**src/rtl/irq_coalescer.sv**
```systemverilog
module irq_coalescer #(
  parameter int CLK_MHZ  = 50,
  parameter int TICK_US  = 20,
  parameter int ADDR_W   = 8,
  parameter int DLY_OFS  = 'h0C,
  parameter int STAT_OFS = 'h20,
  parameter int MASK_OFS = 'h28
) (
  input  logic              clk,
  input  logic              rst_n,
  input  logic              done_in,
  input  logic              reg_wr,
  input  logic [ADDR_W-1:0] reg_addr,
  input  logic [31:0]       reg_wdata,
  output logic [31:0]       reg_rdata,
  output logic              irq
);
  localparam int TICK_CYC = CLK_MHZ * TICK_US;
  localparam int PRE_W    = $clog2(TICK_CYC + 1);
  localparam logic [6:0] CNT_MAX  = 7'h7F;
  localparam logic [7:0] TIME_MAX = 8'hFF;

  logic             dly_en;
  logic [6:0]       cnt_thr, time_thr;
  logic             done_st, done_en;
  logic [6:0]       pend_cnt;
  logic [7:0]       pend_time;
  logic [PRE_W-1:0] pre;

  wire sel_dly  = reg_addr == ADDR_W'(DLY_OFS);
  wire sel_stat = reg_addr == ADDR_W'(STAT_OFS);
  wire sel_mask = reg_addr == ADDR_W'(MASK_OFS);

  wire clr     = reg_wr && sel_stat && reg_wdata[16];
  wire tick    = pre == PRE_W'(TICK_CYC - 1);
  wire pending = pend_cnt != 7'd0;
  wire instant = !dly_en && done_in;
  wire fire    = dly_en && !clr &&
                 ((pend_cnt > cnt_thr) || (pend_time > {1'b0, time_thr}));

  always_ff @(posedge clk or negedge rst_n) begin
    if (!rst_n) begin
      dly_en   <= 1'b1;
      cnt_thr  <= 7'd20;
      time_thr <= 7'd20;
      done_en  <= 1'b0;
    end else if (reg_wr) begin
      if (sel_dly) begin
        dly_en   <= reg_wdata[15];
        cnt_thr  <= reg_wdata[14:8];
        time_thr <= reg_wdata[6:0];
      end
      if (sel_mask) done_en <= reg_wdata[16];
    end
  end

  always_ff @(posedge clk or negedge rst_n) begin
    if (!rst_n) done_st <= 1'b0;
    else        done_st <= (done_st && !clr) || fire || instant;
  end

  always_ff @(posedge clk or negedge rst_n) begin
    if (!rst_n) begin
      pend_cnt  <= '0;
      pend_time <= '0;
      pre       <= '0;
    end else if (clr) begin
      pend_cnt  <= done_in ? 7'd1 : 7'd0;
      pend_time <= '0;
      pre       <= '0;
    end else begin
      if (done_in && pend_cnt != CNT_MAX) pend_cnt <= pend_cnt + 7'd1;
      if (!pending || tick) pre <= '0;
      else                  pre <= pre + PRE_W'(1);
      if (pending && tick && pend_time != TIME_MAX) pend_time <= pend_time + 8'd1;
    end
  end

  always_comb begin
    reg_rdata = '0;
    if (sel_dly)  reg_rdata = {16'b0, dly_en, cnt_thr, 1'b0, time_thr};
    if (sel_stat) reg_rdata = {15'b0, done_st, 9'b0, pend_cnt};
    if (sel_mask) reg_rdata = {15'b0, done_en, 16'b0};
  end

  assign irq = done_st & done_en;

  a_r6_sticky: assert property (@(posedge clk) disable iff (!rst_n)
    (done_st && !clr) |=> done_st);
  a_r6_clear: assert property (@(posedge clk) disable iff (!rst_n)
    (clr && !instant) |=> !done_st);
  a_r3_instant: assert property (@(posedge clk) disable iff (!rst_n)
    instant |=> done_st);
  a_r4_count_fire: assert property (@(posedge clk) disable iff (!rst_n)
    (dly_en && !clr && pend_cnt > cnt_thr) |=> done_st);
  a_r9_no_wrap: assert property (@(posedge clk) disable iff (!rst_n)
    !clr |=> pend_cnt >= $past(pend_cnt));
  a_r5_idle_timer: assert property (@(posedge clk) disable iff (!rst_n)
    !pending |-> (pend_time == 8'd0 && pre == '0));
endmodule

```
**config.mk**
```make
export PLATFORM = sky130hd
export DESIGN_NAME = irq_coalescer
export DESIGN_NICKNAME = d
export VERILOG_FILES = /design/src/rtl/irq_coalescer.sv
export SDC_FILE = /design/constraint.sdc
export NUM_CORES = 1
export LEC_CHECK = 0
export ABC_AREA = 1
export BUFFER_PORTS_ARGS = -buffer_cell sky130_fd_sc_hd__buf_4
export CAP_MARGIN = 40
export CORE_MARGIN = 8
export CORE_UTILIZATION = 53
export DETAILED_ROUTE_END_ITERATION = 7
export PLACE_DENSITY = 0.91
export SYNTH_ARGS = -nofsm -noshare
export SYNTH_HDL_FRONTEND = slang
export SYNTH_SLANG_ARGS = --single-unit
```
**constraint.sdc**
```tcl
create_clock -name clk -period 1.94 [get_ports clk]
set_clock_uncertainty 0.15 [all_clocks]
set_input_delay 0.388 -clock clk [delete_from_list [all_inputs] [get_ports clk]]
set_output_delay 0.388 -clock clk [all_outputs]
set_load 0.02 [all_outputs]
```
==> metrics.csv <==
metric,value,unit
holdWs,0.160,ns
layout_commonest_cell,nand2_1,
violations,negative setup slack,
area_growth,21.5,%
worstReg2RegEnd,done_st,
crit_path_end,reg_rdata[1],
fin_crit_sh,1.04,
end_kind,output pin,
avgSynthCellArea,7.33,um2
slowest_delay,0.23,ns
path_cells,buf_4 > nor2_4 > nand3_2 > nor2_4 > inv_1 > o22ai_2 > buf_4,
place.port_buffers,44,
coreArea,5170,um2
grt_max_degree,43,
detail-route-antenna-nets,0,
start_kind,primary input,
drc,0,
cpMaxStageDelayCell,o22ai_2,
io_pins,77,
relSlewSlack,0.652,
p_per_area,799,nW/um2
grt_usage,0.182,
hp-class,primary input to register,
antenna_found_initial,0,
initial_core_util,0.553,
path_class,primary input to output pin,
fmax,495,MHz
ys_types,32,
avgRoutedWirePerCell,14.6,um
fin_ws,-0.0786,ns
worstPathMaxFanout,7,
synth_top_area_frac,0.324,
rrSetupSlack,0.16,ns
finalCriticalPeriod,2.02,ns
path_buf_inv,3,
yosysWarnings,0,
post_route_cells_drive_above_1_share,0.221,
synth_largest_area_cell,dfrtp_1,
p_leak,0.00183,uW
setup_viol,8,
startpoint,reg_addr[7],
hold_depth,3,
worst_ep_required_time,1.40,ns
drv_cap,0,
grt-ovfl-total,0,
cts_tree,built,
rsz0062_at_grt,true,
root_buffer,clkbuf_8,
cts.reportedPaths.clkPinSlew,0.08,ns
h-tree-depth,2,
vias,2730,
place_congestion,0.850,
die_area,8000,um2
grt_pass1_wl,11500,um
synth.area.top_cells,"dfrtp_1, nand2_1, ha_1, inv_1, nor2_1",
worst_ir_drop_vdd,501,uV
die_w,89.4,um
n_antenna_cell,0,
avgViaCountPerCell,5.32,
worstPathArrival,1.48,ns
path_depth,7,
synth_seq_cells,42,
fp-row-count,26,
finalHoldViolCount,0,
cts_sinks,42,
stdcell_area,3470,um2
dpl_cell_area,3210,um2
rr_worst_depth,9,
maxSlewViolCount,0,
drtIter0Drc,215,
netlist_area,2860,um2
first_global_vias,2666,
crit_family,buffers and inverters,
status,"complete, but fails checks",
dieHeight,89.4,um
insertion_delay,0.30,ns
dp_hpwl,5220,um
wl,7480,um
cts_made_buffers,5,
r2r_start,cnt_thr[4],
first_pass_iters,6,
nNetsFinal,504,
final_cell_mix,"nand2_1, inv_1, buf_4",
ys_seq_area_frac,0.370,
clk_path_buf_depth,2,
place_ws,-0.0160,ns
hp-start,reg_wdata[10],
worst_pin_slew,0.522,ns
synthCells,390,
[metrics by stage]
step	setup TNS (ns)	util	std cells	power [uW]
finish	-0.288	0.672	513	2780
global route	-0.802	0.672	513	2940
CTS	-0.0309	0.648	512	2710
detailed placement	-0.0205	0.621	503	1980
global placement	0	0.621	503	1920
floorplan	0	-	405	1770
[cells in the mapped netlist]
master and instances:
buf_6 3, a31oi_1 1, nand3_2 5, a21o_1 1, ha_1 18, a21oi_1 6, nand3_1 32, clkbuf_1 2
dfrtp_1 37, xnor2_1 2, nor2_2 2, buf_2 1, nor2_4 3, nand2_2 3, buf_4 17, nand2_1 110
dfstp_2 5, conb_1 1, inv_1 54, nor3_1 10, nor3_2 3, a22oi_1 1, nand3b_2 1, o21ai_0 8
o22ai_1 6, nand4_1 6, nand2_4 1, o211ai_1 1, nor2_1 43, clkinv_2 1, xor2_1 5, inv_2 1
[repair_timing]
action / 4_1_cts / 5_1_grt
resized for setup: 3 / 25
hold buffers: 1 / 0
setup endpoints to repair: 3 / 16
hold endpoints to repair: 37 / 0
pin swaps: 0 / 3
buffers inserted: 0 / 1
[tightest hold or removal path: cells and delay by family]
family | cells | cell delay, ns
buffers and inverters | 1 | 0.11
and+or+nand+nor | 2 | 0.11
[cells by family (layout without fill, tap and decap cells)]
logic type      Yosys count  count (layout)  synth area share
xor+xnor                  7               7            0.0214
other cells               1              16           0.00131
flops                    42              42             0.370
compound gates           24              24            0.0477
simple gates            219             219             0.346
buf+inv                  79             117             0.135
fa+ha+maj                18              18            0.0788
[power breakdown]
| part | switching [uW] | total (uW) | leakage (uW) | internal, uW |
|---|---|---|---|---|
| Sequential | 188 | 1220 | 0.000498 | 1030 |
| Combinational | 508 | 831 | 0.00127 | 323 |
| Clock | 302 | 722 | 0.0000585 | 420 |
| Total | 999 | 2780 | 0.00183 | 1780 |
[registers in the layout, indices dropped and copies added, names as in the netlist]
register and flops:
pend_time 8, dly_en 1, pend_cnt 7, time_thr 7
cnt_thr 7, done_st 1, done_en 1, pre 10
[worst min-delay path by stage]
stage	to	slack (ns)
floorplan	cnt_thr[0]	-0.06
global route	cnt_thr[3]	0.17
detailed placement	pend_time[6]	0.25
CTS	cnt_thr[2]	0.16
finish	cnt_thr[2]	0.16
global placement	pend_time[6]	0.25
[final cells by class]
class | count | area (um2)
flip-flops and latches | 42 | 1060
multi-input cells | 284 | 1580
well taps | 70 | 87.6
repair buffers | 53 | 423
clock inverters | 1 | 30.0
inverters | 56 | 214
fillers | 381 | 1700
clock buffers | 7 | 86.3
[routing by layer]
layer / global-route usage / vias up / part of all wire
met5: 0 / - / 0
met4: 0.0740 / 0 / 0.028
met3: 0.0404 / 24 / 0.092
met2: 0.310 / 154 / 0.48
met1: 0.217 / 1256 / 0.40
li1: - / 1296 / -
Note: power is estimated with default switching activity, not from simulation.
